`config.mk`:
```
export PLATFORM = sky130hd
export DESIGN_NAME = dispmem_wrctl
export DESIGN_NICKNAME = d
export VERILOG_FILES = /design/src/rtl/dispmem_pkg.sv /design/src/rtl/dispmem_sync.sv /design/src/rtl/dispmem_rstsync.sv /design/src/rtl/dispmem_strobe_ctl.sv /design/src/rtl/dispmem_seq_cnt.sv /design/src/rtl/dispmem_mem.sv /design/src/rtl/dispmem_wrctl.sv
export SDC_FILE = /design/constraint.sdc
export NUM_CORES = 1
export LEC_CHECK = 0
export BUFFER_PORTS_ARGS = -buffer_cell sky130_fd_sc_hd__buf_2
export CAP_MARGIN = 20
export CORE_ASPECT_RATIO = 1.25
export CORE_MARGIN = 2
export CORE_UTILIZATION = 60
export CTS_CLUSTER_SIZE = 24
export DETAILED_ROUTE_END_ITERATION = 7
export PLACE_DENSITY_LB_ADDON = 0.05
export REMOVE_ABC_BUFFERS = 1
export SLEW_MARGIN = 20
export SYNTH_ARGS = -nofsm -noshare
export SYNTH_HDL_FRONTEND = slang
export SYNTH_SLANG_ARGS = --single-unit
export TNS_END_PERCENT = 20
```
`constraint.sdc`:
```
create_clock -name clk -period 5.82 [get_ports clk]
set_clock_uncertainty 0.15 [all_clocks]
set_input_delay 1.164 -clock clk [delete_from_list [all_inputs] [get_ports clk]]
set_output_delay 1.164 -clock clk [all_outputs]
set_load 0.01 [all_outputs]
```
`src/rtl/dispmem_pkg.sv`:
```
package dispmem_pkg;

   typedef enum logic {
      ACC_RANDOM = 1'b0,
      ACC_SEQ    = 1'b1
   } acc_mode_e;

   // Roles of address pins while the captured mode is sequential
   localparam int unsigned SEN_BIT = 0;
   localparam int unsigned CLR_BIT = 1;

   // Number of strobe-related pins carried through the synchronizer
   localparam int unsigned STRB_PINS = 3;

   typedef struct packed {
      logic wr_n;
      logic cs;
      logic cs_n;
   } strb_pins_t;

   localparam strb_pins_t STRB_IDLE = '{wr_n: 1'b1, cs: 1'b0, cs_n: 1'b1};

endpackage

```
`src/rtl/dispmem_sync.sv`:
```
module dispmem_sync #(
   parameter int unsigned W       = 1,
   parameter int unsigned STAGES  = 2,
   parameter logic [W-1:0] RST_VAL = '0
) (
   input  logic         clk,
   input  logic         rst_n,
   input  logic [W-1:0] d,
   output logic [W-1:0] q
);

   logic [STAGES-1:0][W-1:0] stg;

   generate
      if (STAGES == 1) begin : g_one
         always_ff @(posedge clk or negedge rst_n) begin
            if (!rst_n) stg <= RST_VAL;
            else        stg <= d;
         end
      end else begin : g_chain
         always_ff @(posedge clk or negedge rst_n) begin
            if (!rst_n) stg <= {STAGES{RST_VAL}};
            else        stg <= {stg[STAGES-2:0], d};
         end
      end
   endgenerate

   assign q = stg[STAGES-1];

endmodule

```
`src/rtl/dispmem_rstsync.sv`:
```
module dispmem_rstsync #(
   parameter int unsigned STAGES = 2
) (
   input  logic clk,
   input  logic arst_n,
   output logic srst_n
);

   logic [STAGES-1:0] chain;

   always_ff @(posedge clk or negedge arst_n) begin
      if (!arst_n) chain <= '0;
      else         chain <= {chain[STAGES-2:0], 1'b1};
   end

   assign srst_n = chain[STAGES-1];

endmodule

```
`src/rtl/dispmem_strobe_ctl.sv`:
```
module dispmem_strobe_ctl
   import dispmem_pkg::*;
#(
   parameter int unsigned AW = 3
) (
   input  logic          clk,
   input  logic          rst_n,
   input  logic          strb_act,
   input  logic          mode_s,
   input  logic [AW-1:0] addr_s,
   input  logic          full,
   output acc_mode_e     mode_q,
   output logic [AW-1:0] addr_q,
   output logic          busy_q,
   output logic          we,
   output logic          inc
);

   logic strb_q;
   logic start;
   logic stop;
   logic qual_start;
   logic seq_ok;

   always_comb begin
      start = strb_act & ~strb_q;
      stop  = ~strb_act & strb_q;
   end

   // Does the cycle just begun lead to a memory write?
   always_comb begin
      if (acc_mode_e'(mode_s) == ACC_RANDOM) qual_start = 1'b1;
      else                                   qual_start = addr_s[SEN_BIT] & ~full;
   end

   always_ff @(posedge clk or negedge rst_n) begin
      if (!rst_n) begin
         strb_q <= 1'b0;
         mode_q <= ACC_RANDOM;
         addr_q <= '0;
         busy_q <= 1'b0;
      end else begin
         strb_q <= strb_act;
         if (start) begin
            mode_q <= acc_mode_e'(mode_s);
            addr_q <= addr_s;
            busy_q <= qual_start;
         end else if (stop) begin
            busy_q <= 1'b0;
         end
      end
   end

   always_comb begin
      seq_ok = addr_q[SEN_BIT] & ~full;
      we     = stop & busy_q & ((mode_q == ACC_RANDOM) | seq_ok);
      inc    = stop & busy_q & (mode_q == ACC_SEQ) & seq_ok;
   end

endmodule

```
`src/rtl/dispmem_seq_cnt.sv`:
```
module dispmem_seq_cnt #(
   parameter int unsigned DEPTH = 8
) (
   input  logic                         clk,
   input  logic                         clr_n,
   input  logic                         inc,
   output logic                         full,
   output logic [$clog2(DEPTH)-1:0]     loc,
   output logic [$clog2(DEPTH+1)-1:0]   cnt_o
);

   localparam int unsigned AW = $clog2(DEPTH);
   localparam int unsigned CW = $clog2(DEPTH + 1);
   localparam logic [CW-1:0] LAST = CW'(DEPTH);

   logic [CW-1:0] cnt;

   always_ff @(posedge clk or negedge clr_n) begin
      if (!clr_n)              cnt <= '0;
      else if (inc && !full)   cnt <= cnt + 1'b1;
   end

   assign full  = (cnt == LAST);
   assign loc   = cnt[AW-1:0];
   assign cnt_o = cnt;

endmodule

```
`src/rtl/dispmem_mem.sv`:
```
module dispmem_mem #(
   parameter int unsigned DEPTH  = 8,
   parameter int unsigned CODE_W = 6,
   parameter logic [CODE_W-1:0] BLANK = '0
) (
   input  logic                     clk,
   input  logic                     clr_n,
   input  logic                     we,
   input  logic [$clog2(DEPTH)-1:0] wa,
   input  logic [CODE_W-1:0]        wd,
   input  logic [$clog2(DEPTH)-1:0] ra,
   output logic [CODE_W-1:0]        rd
);

   localparam int unsigned AW = $clog2(DEPTH);

   logic [DEPTH-1:0][CODE_W-1:0] cells;

   generate
      for (genvar g = 0; g < DEPTH; g++) begin : g_row
         logic [CODE_W-1:0] row;
         always_ff @(posedge clk or negedge clr_n) begin
            if (!clr_n)                        row <= BLANK;
            else if (we && (wa == AW'(g)))     row <= wd;
         end
         assign cells[g] = row;
      end
   endgenerate

   assign rd = cells[ra];

endmodule

```
`src/rtl/dispmem_wrctl.sv`:
```
module dispmem_wrctl
   import dispmem_pkg::*;
#(
   parameter int unsigned DEPTH       = 8,
   parameter int unsigned CODE_W      = 6,
   parameter int unsigned SYNC_STAGES = 2
) (
   input  logic                     clk,
   input  logic                     rst_n,
   input  logic                     wr_n_i,
   input  logic                     cs_i,
   input  logic                     cs_n_i,
   input  logic                     mode_i,
   input  logic [$clog2(DEPTH)-1:0] addr_i,
   input  logic [CODE_W-1:0]        data_i,
   input  logic                     shutdown_i,
   output logic                     full_o,
   output logic                     full_oe_o,
   output logic                     busy_o,
   input  logic [$clog2(DEPTH)-1:0] rd_addr_i,
   output logic [CODE_W-1:0]        rd_data_o
);

   localparam int unsigned AW      = $clog2(DEPTH);
   localparam int unsigned CW      = $clog2(DEPTH + 1);
   localparam int unsigned BUS_W   = STRB_PINS + 1 + AW + CODE_W;
   localparam int unsigned CLR_STG = (SYNC_STAGES < 2) ? 2 : SYNC_STAGES;
   localparam logic [CODE_W-1:0] BLANK = {1'b1, {(CODE_W-1){1'b0}}};
   localparam logic [BUS_W-1:0]  BUS_IDLE = {STRB_IDLE, {(1+AW+CODE_W){1'b0}}};

   // Elaboration-time parameter checks
   generate
      if (DEPTH < 4 || (DEPTH & (DEPTH - 1)) != 0) begin : g_bad_depth
         $error("dispmem_wrctl: DEPTH must be a power of two of at least 4");
      end
      if (CODE_W < 2) begin : g_bad_code
         $error("dispmem_wrctl: CODE_W must be at least 2");
      end
   endgenerate

   // Bus synchronization
   logic [BUS_W-1:0] bus_raw;
   logic [BUS_W-1:0] bus_s;

   assign bus_raw = {wr_n_i, cs_i, cs_n_i, mode_i, addr_i, data_i};

   generate
      if (SYNC_STAGES == 0) begin : g_nosync
         assign bus_s = bus_raw;
      end else begin : g_sync
         dispmem_sync #(
            .W       (BUS_W),
            .STAGES  (SYNC_STAGES),
            .RST_VAL (BUS_IDLE)
         ) u_sync (
            .clk   (clk),
            .rst_n (rst_n),
            .d     (bus_raw),
            .q     (bus_s)
         );
      end
   endgenerate

   strb_pins_t        pins_s;
   logic              mode_s;
   logic [AW-1:0]     addr_s;
   logic [CODE_W-1:0] data_s;
   logic              strb_act;

   assign {pins_s, mode_s, addr_s, data_s} = bus_s;
   assign strb_act = ~pins_s.wr_n & pins_s.cs & ~pins_s.cs_n;

   // Write cycle control
   acc_mode_e     mode_q;
   logic [AW-1:0] addr_q;
   logic          busy_q;
   logic          mem_we;
   logic          cnt_inc;
   logic          seq_full;
   logic [AW-1:0] seq_loc;
   logic [CW-1:0] seq_cnt;
   logic          mode_seq;

   dispmem_strobe_ctl #(
      .AW (AW)
   ) u_strobe (
      .clk      (clk),
      .rst_n    (rst_n),
      .strb_act (strb_act),
      .mode_s   (mode_s),
      .addr_s   (addr_s),
      .full     (seq_full),
      .mode_q   (mode_q),
      .addr_q   (addr_q),
      .busy_q   (busy_q),
      .we       (mem_we),
      .inc      (cnt_inc)
   );

   assign mode_seq = (mode_q == ACC_SEQ);

   // Clear: asserted at once from the pin, released through the clock
   logic clr_arst_n;
   logic clr_n;

   assign clr_arst_n = rst_n & ~(mode_seq & ~addr_i[CLR_BIT]);

   dispmem_rstsync #(
      .STAGES (CLR_STG)
   ) u_clr_sync (
      .clk    (clk),
      .arst_n (clr_arst_n),
      .srst_n (clr_n)
   );

   dispmem_seq_cnt #(
      .DEPTH (DEPTH)
   ) u_cnt (
      .clk   (clk),
      .clr_n (clr_n),
      .inc   (cnt_inc),
      .full  (seq_full),
      .loc   (seq_loc),
      .cnt_o (seq_cnt)
   );

   logic [AW-1:0] wr_loc;
   assign wr_loc = mode_seq ? seq_loc : addr_q;

   dispmem_mem #(
      .DEPTH  (DEPTH),
      .CODE_W (CODE_W),
      .BLANK  (BLANK)
   ) u_mem (
      .clk   (clk),
      .clr_n (clr_n),
      .we    (mem_we),
      .wa    (wr_loc),
      .wd    (data_s),
      .ra    (rd_addr_i),
      .rd    (rd_data_o)
   );

   assign full_oe_o = mode_seq & ~shutdown_i;
   assign full_o    = seq_full & mode_seq & ~shutdown_i;
   assign busy_o    = busy_q;

endmodule

```
* Word level (Yosys, flattened, before mapping)
Cells that the tools add are included.
W data, S select, Z words.
** Word-level totals
- Register bits after elaboration :: 86
- Latch bits :: 0
- Bits in writable memories :: 0
- Memory bits (read-only) :: 0
- Input port bits :: 19
- Output and inout port bits :: 9
- Logic and storage cells :: 69
- Memories kept :: 0
** Cells by class
- Add/sub/neg operators :: 1
- Multipliers :: 0
- Divide/modulo/power cells :: 0
- $lt $le $gt $ge :: 1
- Equality and inequality tests :: 8
- Shift operators :: 0
- Muxes and demuxes :: 6
- Bitwise gates (word level) :: 25
- Reduce and logical (&&, ||, !) cells :: 12
** Operators by type and width (number)
- $bmux W6 S3 :: 1
- $and A1 B1 Y1 :: 15
- $eq A3 B3 Y1 const B :: 4
- $logic_and A1 B1 Y1 :: 9
- $not A1 Y1 :: 9
- $eq A3 B2 Y1 const B :: 2
- $mux W6 :: 1
- $add A4 B1 Y4 const B :: 1
- $eq A4 B4 Y1 const B :: 1
- $lt A3 B4 Y1 const B :: 1
- $eq A3 B1 Y1 const B :: 1
- $logic_not A3 Y1 :: 1
- $mux W1 :: 3
- $mux W3 :: 1
- $reduce_bool A2 Y1 :: 1
- $logic_not A1 Y1 :: 1
- $or A1 B1 Y1 :: 1

* Logic depth before layout (Yosys ltp)
- Depth in word-level cells :: 9
- Depth in mapped cells :: 8
- Gate-level depth less buffers :: 7

* By module
From an unflattened synthesis, not the netlist that was laid out.
** Unflattened totals
- Cell total of the unflattened synthesis :: 228
- Area total of the unflattened synthesis :: 3653.5 µm²
** Modules (own cells, without submodules)
- dispmem_mem :: instances 1, cells an instance 132, area an instance 2274.7 µm², seq. area each 1211.2 µm²
- dispmem_sync :: instances 1, cells an instance 39, area an instance 753.2 µm², seq. area each 655.6 µm²
- dispmem_strobe_ctl :: instances 1, cells an instance 24, area an instance 275.3 µm², seq. area each 150.1 µm²
- dispmem_seq_cnt :: instances 1, cells an instance 22, area an instance 230.2 µm², seq. area each 100.1 µm²
- dispmem_wrctl :: instances 1, cells an instance 8, area an instance 66.3 µm², seq. area each 0.0 µm²
- dispmem_rstsync :: instances 1, cells an instance 3, area an instance 53.8 µm², seq. area each 50.0 µm²

* Least setup slack after synthesis
Ideal clock, no wire load.
- Path kind :: input-to-output
- Start point :: input rd_addr_i[0]
- End point :: output rd_data_o[0]
- Arrival time :: 2.248 ns
- Data required time :: 4.506 ns
- Slack :: 2.258 ns
- Cell stages on the path :: 3
- Buffers on the path :: 1
- Cells stage by stage :: buf_2 > mux4_2 > mux2_2
** On the way
- Word-level cells in the longest chain between the ends :: 2
** Ends and longest elaborated chain
- start, declared :: line dispmem_wrctl.sv:20 : input logic [$clog2(DEPTH)-1:0] rd_addr_i,
- $bmux W6 S3 :: line dispmem_mem.sv:30 : assign rd = cells[ra];
- $mux W6 (implied by the code) :: line dispmem_mem.sv:30
- end, declared :: line dispmem_wrctl.sv:21 : output logic [CODE_W-1:0] rd_data_o
No other way between the ends. The select of a mux whose other input is x is not followed.

* Worst setup path after layout
- Start point :: input rd_addr_i[0]
- End point :: output rd_data_o[5]
Same word-level chain as after synthesis.

==> impl_results.md <==
- Actual slew at the worst max-slew pin: 713.8 ps
- Synth area leader: dfrtp_1
- # IOs: 28
- Yosys top cell area share: 0.5353
- Register bit total from synthesis: 86
- Most frequent cells in the layout: 73 x dfrtp_1, 58 x mux2_2, 27 x buf_2
- Clk root buf: clkbuf_8
- Slew HR: 0.5241
- Row count: 30
- Core Util, Final: 0.7037
- Initial core utilization: 0.6313
- CTS tree: yes
- H-tree Lvls: 3
- WS Path Type: input port to output port
- Main combinational cell family by area after synthesis: multiplexers
- NumNets Final: 273
- Adder-cell share of the synthesized area: 0.01447
- Slowest stage cell, crit path: mux4_2
- Worst path cell trace: buf_2 > mux4_2 > mux2_2 > buf_2
- Simple-Gate Fraction of Synth Area: 0.04593
- Total Routing Usage GR: 0.2084
- CP max FO: 12
- Later-pin clock latency in the skew report: 340 ps
- Peak supply drop: 0.2393 mV
- Worst Hold Slack: 201.3 ps
- Min cycle time layout: 3807 ps
- Post-CTS Setup Bufs: 0
- Lkg Pwr: 0.001879 µW
- Avg Synthesized Cell Area: 15.87 µm²
- Outcome: complete, no violations
- Hold Crit Class: flip-flop to flip-flop
- Ranking of synthesized cells by area: dfrtp_1 54%, mux2_2 19%, dfstp_2 9.1%
- Starting DRC count in detailed routing: 86
- Arr. time, crit path: 2490 ps
- WL final: 5.859 mm
- Synth Warn #: 0
- Mean routed wirelength per cell: 18.37 µm
- Commonest non-fill, non-tap cell in the layout: dfrtp_1
- Sink Count: 86
- Antenna violations before repair: 0
- Gr ovfl total: 0
- Synth Area in XOR/XNOR: 0.007595
- Fin. Hold Viols: 0
- DRC Markers: 0
- Period utilization: 0.6542
- First-pass GRT wire length: 9.735 mm
- Fillcell total: 394
- Mapped Cells: 218
- Die X-Extent: 71.92 µm
- CTS buffer count: 9
- Multiplexer share of the synthesized area: 0.2669
- Routed vias: 1831
- Worst Setup Start Kind: input port
- Max_cap viols: 0
- Layout cells sized above 1: 0.5020
- Required @ worst endpoint: 4510 ps
- Fin. max-slew vios: 0
- Vias in the first global route: 1942
- Setup_tns: 0 ps
- Largest net degree at the start of global routing: 53
- DRT antenna net count: 0
- Endpoints failing setup: 0
- Synthesis-to-layout area growth: 11.46%
- Die area: 6393 µm²
- DIE HEIGHT: 88.90 µm
- Post-synthesis compound-gate area fraction: 0.02134
- CP Capture Type: output port
- Post-synthesis sequential area ratio: 0.6264
- RSZ-0062 raised after global routing: no
- Power Dens Cells: 302.7 nW/µm²
- Area of the mapped netlist: 3460 µm²
- Pre-Repair DR Iteration Count: 4
- Diode count: 0
- Most common cell on crit path: buf_2
- CP peak stage delay: 550 ps
- GP Congestion: 0.7827
- Clock Tree Buf Depth: 2
- Vias per std cell: 5.740
- Post-cts sizing count: 0
- Clock Pin Slew Worst Setup and Hold Paths: 80 ps
- Fmax: 262.7 MHz
- Core ar.: 5480 µm²
- Hpwl dp: 4.059 mm
- Yosys cell types: 30
- IO buf count: 27
- Hold_buf cts: 0
[worst max-delay path, delay by kind of cell]
kind | cells | cell delay (ps)
muxes | 2 | 820
buffers and inverters | 2 | 500
[cell families (layout without fill, tap and decap cells)]
family	count (synthesis)	in the layout
DFF	86	86
muxes	70	70
and+or+nand+nor	31	31
buffers and inverters	13	50
AOI/OAI and AO/OA	10	10
adders and majority gates	4	4
xor gates and xnor gates	3	3
other	1	1
[cells in the mapped netlist]
master and instances:
a21boi_0 1, a21o_1 1, a32o_1 1, and2_1 1, and3_1 2, and3b_1 1
buf_1 1, buf_2 3, buf_4 1, clkbuf_1 1, conb_1 1, dfrtp_1 74
dfstp_2 12, ha_1 4, inv_1 7, mux2_2 58, mux4_2 12, nand2_1 8
nand3_1 8, nand3b_1 1, nand4_1 1, nor2_1 6, nor2b_1 1, nor2b_4 1
nor3_1 1, o21ai_0 5, o21ai_4 1, o31ai_1 1, xnor2_1 2, xor2_1 1
[state kept, by name, summed over array words and instances (netlist names)]
name	cells
u_strobe.busy_q	1
u_strobe.mode_q	1
u_strobe.strb_q	1
u_clr_sync.chain	2
g_sync.u_sync.q	13
u_strobe.addr_q	3
g_sync.u_sync.stg	13
u_cnt.cnt_o	4
u_mem.g_row.row	48
[per-layer routing]
metal	wire length (µm)	GRT usage
met4	93	0.1132
met5	0	0
met1	2526	0.2656
met3	143	0.03495
met2	3095	0.3451
[power breakdown]
group / switching [µW] / leakage, µW / internal, µW
Combinational: 36.9 / 0.000703 / 46.4
Clock: 204 / 0.0000951 / 212
Sequential: 34.9 / 0.00108 / 633
[stage by stage]
stage | area [µm²] | std cells | setup WS, ps | power (µW)
detailed placement | 3646 | 303 | 1973 | 765.3
finish | 3856 | 319 | 2013 | 1167
CTS | 3854 | 319 | 1973 | 1180
floorplan | 3430 | 212 | 2590 | 727.0
global route | 3856 | 319 | 1914 | 1221
global placement | 3646 | 303 | 2009 | 756.4
[layout make-up]
cell class | instances | area [µm²] | area share
Sequential cell | 86 | 2171 | 0.5629
Multi-Input combinational cell | 119 | 1236 | 0.3206
Clock buffer | 10 | 137.6 | 0.03569
Timing Repair Buffer | 27 | 135.1 | 0.03504
Tap cell | 64 | 80.08 | 0.02077
Clock inverter | 6 | 70.07 | 0.01817
Inverter | 7 | 26.28 | 0.006814
[final timing paths]
check	from	cells after the start	endpoint	slack, ps
setup reg to reg	u_strobe.mode_q	4	u_mem.g_row[4].row[1]	3480
setup / recovery	rd_addr_i[0]	4	rd_data_o[5]	2010
max in group asynchronous	rst_n	2	u_clr_sync.chain[1]	4060
hold reg to reg	g_sync.u_sync.stg[8]	0	g_sync.u_sync.q[8]	200
hold / removal	g_sync.u_sync.stg[8]	0	g_sync.u_sync.q[8]	200
min in group asynchronous	u_clr_sync.chain[1]	0	u_cnt.cnt_o[1]	210
(Power assumes the default switching activity.)
